**config.mk**
```make
export PLATFORM = sky130hd
export DESIGN_NAME = xfer_sequencer
export DESIGN_NICKNAME = d
export VERILOG_FILES = /design/src/rtl/xfer_pkg.sv /design/src/rtl/xfer_cond_eval.sv /design/src/rtl/xfer_ret_stack.sv /design/src/rtl/xfer_next_pc.sv /design/src/rtl/xfer_sequencer.sv
export SDC_FILE = /design/constraint.sdc
export NUM_CORES = 1
export LEC_CHECK = 0
export CORE_MARGIN = 4
export CORE_UTILIZATION = 57
export DETAILED_ROUTE_END_ITERATION = 12
export GPL_TIMING_DRIVEN = 0
export MAX_ROUTING_LAYER = met4
export PLACE_DENSITY = 0.8
export SYNTH_ARGS = -nofsm -noshare
export SYNTH_HDL_FRONTEND = slang
export SYNTH_SLANG_ARGS = --single-unit
```
**constraint.sdc**
```tcl
create_clock -name clk -period 4.1 [get_ports clk]
set_input_delay 0.615 -clock clk [delete_from_list [all_inputs] [get_ports clk]]
set_output_delay 0.615 -clock clk [all_outputs]
set_load 0.05 [all_outputs]
```
**src/rtl/xfer_pkg.sv**
```systemverilog
package xfer_pkg;

   typedef enum logic [1:0] {
      XF_SEQ  = 2'b00,
      XF_JUMP = 2'b01,
      XF_CALL = 2'b10,
      XF_RET  = 2'b11
   } xfer_op_e;

   // Flag vector order; the condition code's upper bits index it
   typedef struct packed {
      logic sign;
      logic parity;
      logic zero;
      logic carry;
   } flags_t;

   localparam int COND_W  = 3;
   localparam int N_CONDS = 1 << COND_W;

endpackage

```
**src/rtl/xfer_cond_eval.sv**
```systemverilog
module xfer_cond_eval
   import xfer_pkg::*;
#(
   parameter int COND_IMPL = 0   // 0: flag mux plus polarity, 1: decoded test vector
)(
   input  logic [COND_W-1:0] cond_sel,
   input  flags_t            flags,
   output logic              cond_hold
);

   localparam int N_FLAGS = N_CONDS / 2;

   logic [N_FLAGS-1:0] fvec;
   assign fvec = {flags.sign, flags.parity, flags.zero, flags.carry};

   if (COND_IMPL != 0 && COND_IMPL != 1) begin : g_bad_impl
      $error("xfer_cond_eval: COND_IMPL must be 0 or 1");
   end

   if (COND_IMPL == 0) begin : g_mux
      logic picked;
      always_comb begin
         picked = fvec[cond_sel[COND_W-1:1]];
      end
      // bit 0 set: test passes when the flag is 1
      assign cond_hold = cond_sel[0] ? picked : ~picked;
   end else begin : g_vec
      logic [N_CONDS-1:0] tests;
      for (genvar k = 0; k < N_CONDS; k++) begin : g_test
         localparam int  FIDX = k / 2;
         localparam bit  POL  = (k % 2) == 1;
         assign tests[k] = POL ? fvec[FIDX] : ~fvec[FIDX];
      end
      assign cond_hold = tests[cond_sel];
   end

endmodule

```
**src/rtl/xfer_ret_stack.sv**
```systemverilog
module xfer_ret_stack #(
   parameter int ADDR_W = 16,
   parameter int DEPTH  = 8
)(
   input  logic              clk,
   input  logic              rst,
   input  logic              push,
   input  logic              pop,
   input  logic [ADDR_W-1:0] din,
   output logic [ADDR_W-1:0] top,
   output logic              full,
   output logic              empty
);

   localparam int PW = $clog2(DEPTH + 1);
   localparam int IW = (DEPTH > 1) ? $clog2(DEPTH) : 1;

   logic [PW-1:0]     fill;
   logic [IW-1:0]     wr_idx;
   logic [IW-1:0]     rd_idx;
   logic [ADDR_W-1:0] slot [DEPTH];

   assign full   = (fill == PW'(DEPTH));
   assign empty  = (fill == '0);
   assign wr_idx = IW'(fill);
   assign rd_idx = IW'(fill - PW'(1));

   logic do_push, do_pop;
   assign do_push = push & ~full;
   assign do_pop  = pop  & ~empty;

   always_ff @(posedge clk) begin
      if (rst) begin
         fill <= '0;
      end else if (do_push && !do_pop) begin
         fill <= fill + PW'(1);
      end else if (do_pop && !do_push) begin
         fill <= fill - PW'(1);
      end
   end

   for (genvar e = 0; e < DEPTH; e++) begin : g_slot
      always_ff @(posedge clk) begin
         if (do_push && wr_idx == IW'(e)) begin
            slot[e] <= din;
         end
      end
   end

   always_comb begin
      top = '0;
      if (!empty) begin
         top = slot[rd_idx];
      end
   end

endmodule

```
**src/rtl/xfer_next_pc.sv**
```systemverilog
module xfer_next_pc #(
   parameter int              ADDR_W   = 16,
   parameter logic [ADDR_W-1:0] RESET_PC = '0
)(
   input  logic              clk,
   input  logic              rst,
   input  logic              is_jump,
   input  logic              is_call,
   input  logic              is_ret,
   input  logic              cond_ok,
   input  logic              stk_full,
   input  logic              stk_empty,
   input  logic [ADDR_W-1:0] seq_addr,
   input  logic [ADDR_W-1:0] target_addr,
   input  logic [ADDR_W-1:0] stk_top,
   output logic              push,
   output logic              pop,
   output logic [ADDR_W-1:0] pc,
   output logic              taken,
   output logic              stack_err
);

   logic jump_go, call_go, ret_go;
   logic call_refused, ret_refused;
   logic [ADDR_W-1:0] pc_nxt;

   always_comb begin
      jump_go      = is_jump & cond_ok;
      call_go      = is_call & cond_ok & ~stk_full;
      ret_go       = is_ret  & cond_ok & ~stk_empty;
      call_refused = is_call & cond_ok &  stk_full;
      ret_refused  = is_ret  & cond_ok &  stk_empty;

      if (jump_go || call_go) begin
         pc_nxt = target_addr;
      end else if (ret_go) begin
         pc_nxt = stk_top;
      end else begin
         pc_nxt = seq_addr;
      end
   end

   assign push = call_go;
   assign pop  = ret_go;

   always_ff @(posedge clk) begin
      if (rst) begin
         pc        <= RESET_PC;
         taken     <= 1'b0;
         stack_err <= 1'b0;
      end else begin
         pc        <= pc_nxt;
         taken     <= jump_go | call_go | ret_go;
         stack_err <= stack_err | call_refused | ret_refused;
      end
   end

endmodule

```
**src/rtl/xfer_sequencer.sv**
```systemverilog
module xfer_sequencer
   import xfer_pkg::*;
#(
   parameter int ADDR_W      = 16,
   parameter int STACK_DEPTH = 8,
   parameter int COND_IMPL   = 0,
   parameter logic [ADDR_W-1:0] RESET_PC = '0
)(
   input  logic              clk,
   input  logic              rst,
   input  logic [1:0]        xfer_op,
   input  logic              uncond,
   input  logic [2:0]        cond_sel,
   input  logic              flag_carry,
   input  logic              flag_zero,
   input  logic              flag_sign,
   input  logic              flag_parity,
   input  logic [ADDR_W-1:0] seq_addr,
   input  logic [ADDR_W-1:0] target_addr,
   output logic [ADDR_W-1:0] pc,
   output logic              taken,
   output logic              stack_err
);

   if (ADDR_W < 2 || ADDR_W > 32) begin : g_bad_aw
      $error("xfer_sequencer: ADDR_W out of range 2..32");
   end
   if (STACK_DEPTH < 1 || STACK_DEPTH > 256) begin : g_bad_depth
      $error("xfer_sequencer: STACK_DEPTH out of range 1..256");
   end

   xfer_op_e op;
   flags_t   flags;
   logic     hold, cond_ok;
   logic     is_jump, is_call, is_ret;
   logic     push, pop, stk_full, stk_empty;
   logic [ADDR_W-1:0] stk_top;

   assign op      = xfer_op_e'(xfer_op);
   assign flags   = '{sign: flag_sign, parity: flag_parity,
                      zero: flag_zero, carry: flag_carry};
   assign is_jump = (op == XF_JUMP);
   assign is_call = (op == XF_CALL);
   assign is_ret  = (op == XF_RET);
   assign cond_ok = uncond | hold;

   xfer_cond_eval #(
      .COND_IMPL (COND_IMPL)
   ) u_cond (
      .cond_sel  (cond_sel),
      .flags     (flags),
      .cond_hold (hold)
   );

   xfer_ret_stack #(
      .ADDR_W (ADDR_W),
      .DEPTH  (STACK_DEPTH)
   ) u_stack (
      .clk   (clk),
      .rst   (rst),
      .push  (push),
      .pop   (pop),
      .din   (seq_addr),
      .top   (stk_top),
      .full  (stk_full),
      .empty (stk_empty)
   );

   xfer_next_pc #(
      .ADDR_W   (ADDR_W),
      .RESET_PC (RESET_PC)
   ) u_npc (
      .clk         (clk),
      .rst         (rst),
      .is_jump     (is_jump),
      .is_call     (is_call),
      .is_ret      (is_ret),
      .cond_ok     (cond_ok),
      .stk_full    (stk_full),
      .stk_empty   (stk_empty),
      .seq_addr    (seq_addr),
      .target_addr (target_addr),
      .stk_top     (stk_top),
      .push        (push),
      .pop         (pop),
      .pc          (pc),
      .taken       (taken),
      .stack_err   (stack_err)
   );

endmodule

```
==> Yosys cells after proc, flatten, opt, wreduce, memory -nomap -nowiden <==
Memories as Yosys holds them, arrays and structs flattened.
Index checks and enable logic that the tools add are counted.
{ "word_totals": {"elab_cells": 104, "register_bits": 22, "inputBits": 44, "ramBits": 128, "mem_count": 1, "out_inout_bits": 18} }
{ "op_classes": {"n_reduce_logical": 23, "add_sub_neg": 2, "n_lt_le_gt_ge": 1, "bitwise_logic": 17, "mux": 45, "eq_ne": 11} }
{ "mem_list": {"columns": ["name", "depth", "word_bits", "rd", "rd_clocked_by_memory_dff", "wr", "line_no", "text"], "rows": [
  ["u_stack.slot", 8, 16, 1, 0, 1, "xfer_ret_stack.sv:21", "logic [ADDR_W-1:0] slot [DEPTH];"]
]} }
{ "ops": {"columns": ["operator", "count"], "rows": [
  ["16-bit two-way mux", 10],
  ["16-bit OR reduction", 7],
  ["1-bit two-way mux", 25],
  ["3-bit two-way mux", 7],
  ["3-bit == test, second input constant", 4],
  ["1-bit logical AND", 10],
  ["1-bit bitwise AND", 9],
  ["4-bit two-way mux", 2],
  ["3-bit by 2-bit == test with 1-bit output, second input constant", 2],
  ["1-bit OR", 5],
  ["4-bit by 1-bit adder with 4-bit output, second input constant", 1],
  ["2-bit == test, second input constant", 2],
  ["4-bit == test, second input constant", 1],
  ["4-bit zero test", 1],
  ["4-bit by 1-bit subtractor with 4-bit output, second input constant", 1],
  ["3-bit by 1-bit == test with 1-bit output, second input constant", 1],
  ["3-bit zero test", 1],
  ["2-bit by 3-bit < comparator with 1-bit output, second input constant", 1],
  ["1-bit NOT", 3],
  ["1-bit binary-select mux with 2-bit select", 1],
  ["2-bit by 1-bit == test with 1-bit output, second input constant", 1],
  ["1-bit zero test", 2],
  ["2-bit nonzero test", 1],
  ["1-bit logical OR", 1]
]} }

==> Depth between registers and ports, before layout <==
{ "logic_depth": {"word_depth": 19, "ltp_mapped": 14, "ltp_nobuf": 10} }

==> Cells and area by module <==
Synthesis repeated with hierarchy kept, for this count alone.
{ "hier_totals": {"hier_cells": 326, "hier_area_um2": 6213.5} }
{ "by_module_without_submodules": {"columns": ["module", "area_per_inst_um2", "seq_area_each_um2", "cells_each", "n_inst"], "rows": [
  ["xfer_ret_stack", 5202.5, 3923.8, 233, 1],
  ["xfer_next_pc", 950.9, 360.3, 87, 1],
  ["xfer_cond_eval", 31.3, 0.0, 2, 1],
  ["xfer_sequencer", 28.8, 0.0, 4, 1]
]} }

==> Worst setup path after synthesis <==
OpenSTA, ideal clock, no wires.
{ "synth_path": {"kind": "input to register", "startpoint": "input cond_sel[2]", "endpoint": "memory u_stack.slot[0][0] (enable)", "setup_time_ps": 430, "path_slack_ps": 490, "path_buffers": 1, "t_required_ps": 3670, "cell_stages": 4, "arrival_time_ps": 3180, "cell_sequence": "mux2i_1 -> mux2_2 -> buf_4 -> nor4_1"} }
{ "synth_between": {"elab_chain_cells": 19, "elab_cells_between_ends": 53, "cone_classes": "33 x mux; 5 x bitwise; 15 x reduce/logical"} }
{ "synth_lines": {"columns": ["element", "line_no", "text"], "rows": [
  ["start: declaration", "xfer_sequencer.sv:13", "input logic [2:0] cond_sel,"],
  ["1-bit binary-select mux with 2-bit select (*)", "xfer_cond_eval.sv:23", "picked = fvec[cond_sel[COND_W-1:1]];"],
  ["1-bit two-way mux (not written as such) (*)", "xfer_cond_eval.sv:23", null],
  ["1-bit NOT", "xfer_cond_eval.sv:26", "assign cond_hold = cond_sel[0] ? picked : ~picked;"],
  ["1-bit two-way mux (*)", "xfer_cond_eval.sv:26", null],
  ["1-bit OR (*)", "xfer_sequencer.sv:45", "assign cond_ok = uncond | hold;"],
  ["1-bit bitwise AND (*) (2 in a row)", "xfer_next_pc.sv:29", "call_go = is_call & cond_ok & ~stk_full;"],
  ["1-bit bitwise AND (*)", "xfer_ret_stack.sv:29", "assign do_push = push & ~full;"],
  ["1-bit logical AND", "xfer_ret_stack.sv:44", "if (do_push && wr_idx == IW'(e)) begin"],
  ["1-bit two-way mux", "xfer_ret_stack.sv:44", null],
  ["1-bit two-way mux (not written as such)", "xfer_ret_stack.sv:45", "slot[e] <= din;"],
  ["16-bit OR reduction (no line)", null, null],
  ["3-bit two-way mux (no line) / 1-bit two-way mux (equally long branches) (7 in a row)", null, null],
  ["end: declaration", "xfer_ret_stack.sv:21", null]
]} }
Mark *: on every way between the ends. The rest lies on a longest branch, timed or not. The select of a mux whose other input is x is not followed.

==> Final worst setup path <==
{ "layout_path": {"startpoint": "register u_stack.fill[0]", "endpoint": "register u_stack.fill[3]"} }
{ "layout_between": {"elab_chain_cells": 7, "elab_cells_between_ends": 17, "cone_classes": "2 x add/sub; 1 x eq/ne; 2 x mux; 6 x bitwise; 6 x reduce/logical"} }
{ "layout_lines": {"columns": ["element", "line_no", "text"], "rows": [
  ["start: declaration", "xfer_ret_stack.sv:18", "logic [PW-1:0] fill;"],
  ["start signal: assignment", "xfer_ret_stack.sv:36", "fill <= fill + PW'(1);"],
  ["start signal: assignment", "xfer_ret_stack.sv:38", "fill <= fill - PW'(1);"],
  ["4-bit == test / 4-bit zero test (equally long branches)", "xfer_ret_stack.sv:23, xfer_ret_stack.sv:24", null],
  ["1-bit NOT (on tied branches)", null, null],
  ["1-bit bitwise AND (on tied branches)", "xfer_next_pc.sv:29, xfer_next_pc.sv:30", null],
  ["1-bit bitwise AND (on tied branches)", "xfer_ret_stack.sv:29, xfer_ret_stack.sv:30", null],
  ["1-bit zero test (on tied branches)", "xfer_ret_stack.sv:37, xfer_ret_stack.sv:35", null],
  ["1-bit logical AND (on tied branches)", "xfer_ret_stack.sv:37, xfer_ret_stack.sv:35", null],
  ["2-bit nonzero test (no line) / 4-bit two-way mux (equally long branches)", null, null]
]} }
Parallel ways exist; a longest one is shown, timed or not. The select of a mux whose other input is x is not followed.
A chain may end at the register's enable or synchronous reset.

==> flow_summary.yaml <==
clocking:
  root_buffer: "clkbuf_16"
  cts_buffer_depth: 2
  clock_sinks: 150
  clk_pin_slew_ns: 0.06
  cts_resized: 0
  cts_buffers: 17
  clk_latency_ns: 0.41
  postCtsSetupBuffers: 0
  cts_tree: "yes"
  htree_levels: 4
  cts_hold_buf: 0
floorplan:
  die_h_um: 114
  pin_count: 62
  core_area_um2: 10900
  die_area_um2: 13000
  initial_utilization_pct: 58.7
  rows: 38
  die_x_um: 114
critical_path:
  arrival_ns: 3.95
  worstSetupPathType: "flop to flop"
  critPathLaunchType: "flop"
  cp_max_fo: 10
  endpoint_kind: "flop"
  crit_required_ns: 4.39
sta:
  timing.fmax_ghz: 0.273
  period_needed_ns: 3.67
  holdWs_ns: 0.557
  tightest_slew_ns: 1.07
  setup_viol: 0
  final_hold_viol_count: 0
  setup_slack_ns: 0.434
  drv_slew: 0
  skew_ns: 0.00889
  finalCritPeriodShare_pct: 89.4
  maxSlewHeadroom_pct: 28.7
  rsz0062_at_grt: "false"
global_route:
  grt_usage_pct: 24.6
  grt_pass1_wl_um: 22400
  globalRouteOverflowTotal: 0
  grt_max_degree: 17
  grt_pass1_vias: 3809
  antenna_found_initial: 0
pwr:
  p_total_mw: 4.68
  ir_worst_vdd_v: 0.000331
  p_leak_nw: 2.70
  p_per_area_nw_per_um2: 596
route:
  finalWirelength_um: 14700
  wl_per_cell_um: 25.0
  drtAntennaViolNets: 0
  drc: 0
  drt-pass1-iter-count: 10
  viasPerCell: 6.37
  drt-initial-drc-count: 312
  num_vias: 3732
yosys:
  yosysUniqueCellTypes: 45
  syn_inst: 350
  ys_warn_count: 0
  synth_area_um2: 6420
  postSynthAreaPerCell_um2: 18.3
  synth_seq_cells: 150
  yosysSeqAreaShare_pct: 66.7
  syn-num-nets: 402
run_status:
  outcome: "finished, final reports clean"
cells_and_area:
  layout-drive-gt1-share_pct: 21.3
  final_nets: 485
  fin_area_um2: 7860
  syn2layout_area_growth_pct: 22.4
  final_cell_mix: "edfxtp_1 (128), clkdlybuf4s50_1 (60), mux4_1 (22), dfxtp_1 (22), inv_1 (19)"
  final_common_cell: "edfxtp_1"
  n_antenna_cell: 0
placement:
  place_ws_ns: 0.251
  gp_congestion: 0.794
  dpl_cell_area_um2: 7240
  dp_hpwl_um: 9080
  portBuffers: 60
hold_path:
  hold_class: "flop to flop"
job:
  drv_cap: 0
[flip-flops by register name (all words and copies together), names as in the netlist]
register	count
u_npc.stack_err	1
u_stack.slot	128
u_npc.taken	1
u_npc.pc	16
u_stack.fill	4
[cell families after synthesis]
logic type / share of synthesized area [%]
muxes: 16.4
and+or+nand+nor: 6.20
AOI/OAI and AO/OA: 4.79
xor gates and xnor gates: 0.799
DFF: 66.7
adders and majority gates: 1.56
buffers and inverters: 3.57
[layer usage]
metal  GRT usage [%]  vias to the layer above  wire length (um)
met4            8.79                        0               268
li1                -                     1622                 -
met2            38.1                      208              7310
met3            5.39                       24              1220
met1            32.4                     1878              5860
met5               -                        -                 0
[power breakdown]
part	internal, mW	leakage, nW	switching, mW
clock network	1.02	0.300	0.578
logic	0.606	1.06	0.694
registers	1.75	1.34	0.0339
[final timing paths]
check	startpoint	end	slack (ns)	depth (start not counted)
setup / recovery	u_stack.fill[0]$_SDFFE_PP0P_	u_stack.fill[3]$_SDFFE_PP0P_	0.43	14
hold / removal	u_npc.stack_err$_SDFF_PP0_	u_npc.stack_err$_SDFF_PP0_	0.56	2
setup reg to reg	u_stack.fill[0]$_SDFFE_PP0P_	u_stack.fill[3]$_SDFFE_PP0P_	0.43	14
hold reg to reg	u_npc.stack_err$_SDFF_PP0_	u_npc.stack_err$_SDFF_PP0_	0.56	2
[stage by stage]
step | setup TNS [ns] | utilization (%) | cells
final | 0 | 71.8 | 586
after detailed placement | 0 | 66.2 | 554
after CTS | 0 | 71.8 | 586
after global routing | 0 | 71.8 | 586
after global placement | -56.10 | 65.8 | 550
after floorplan | 0 | - | 350
[Yosys cell counts, drive strengths merged]
cell,count,area share [%]
edfxtp,128,60
mux4,32,13
dfxtp,22,6.9
inv,19,1.1
nor4,19,3.1
mux2,18,3.2
buf,17,2.1
a31oi,16,1.6
o32ai,16,2.2
ha,8,1.6
nor2,8,0.47
and3,6,0.58
clkbuf,5,0.35
a21oi,4,0.31
mux2i,4,0.62
xor2,4,0.66
nand3,3,0.23
and2,2,0.19
and3b,2,0.27
nand2b,2,0.19
nor3b,2,0.23
o21ai,2,0.21
a31o,1,0.27
a41oi,1,0.14
nand2,1,0.058
nand4,1,0.098
nand4b,1,0.37
nor2b,1,0.098
nor3,1,0.078
o21a,1,0.12
or3b,1,0.14
or4,1,0.12
xnor2,1,0.14
[cell type report]
cell class,count,area [um2]
well taps,140,175
clock buffers,24,492
flip-flops and latches,150,4280
repair buffers,64,634
fillers,671,3080
plain buffers,22,158
clock inverters,8,121
multi-input cells,159,1920
inverters,19,71.3
[worst max-delay path: stages, from the launching register on]
cell	delay (ns)
dfxtp_1	0.38
buf_6	0.20
buf_6	0.20
inv_1	0.10
ha_1	0.25
or3b_1	0.24
and3_1	0.17
buf_2	0.22
clkbuf_1	0.46
nand3_1	0.22
ha_1	0.33
or4_1	0.42
a21oi_1	0.19
xnor2_1	0.13
nor2_1	0.05
No activity file was read; power rests on OpenSTA's default activity.
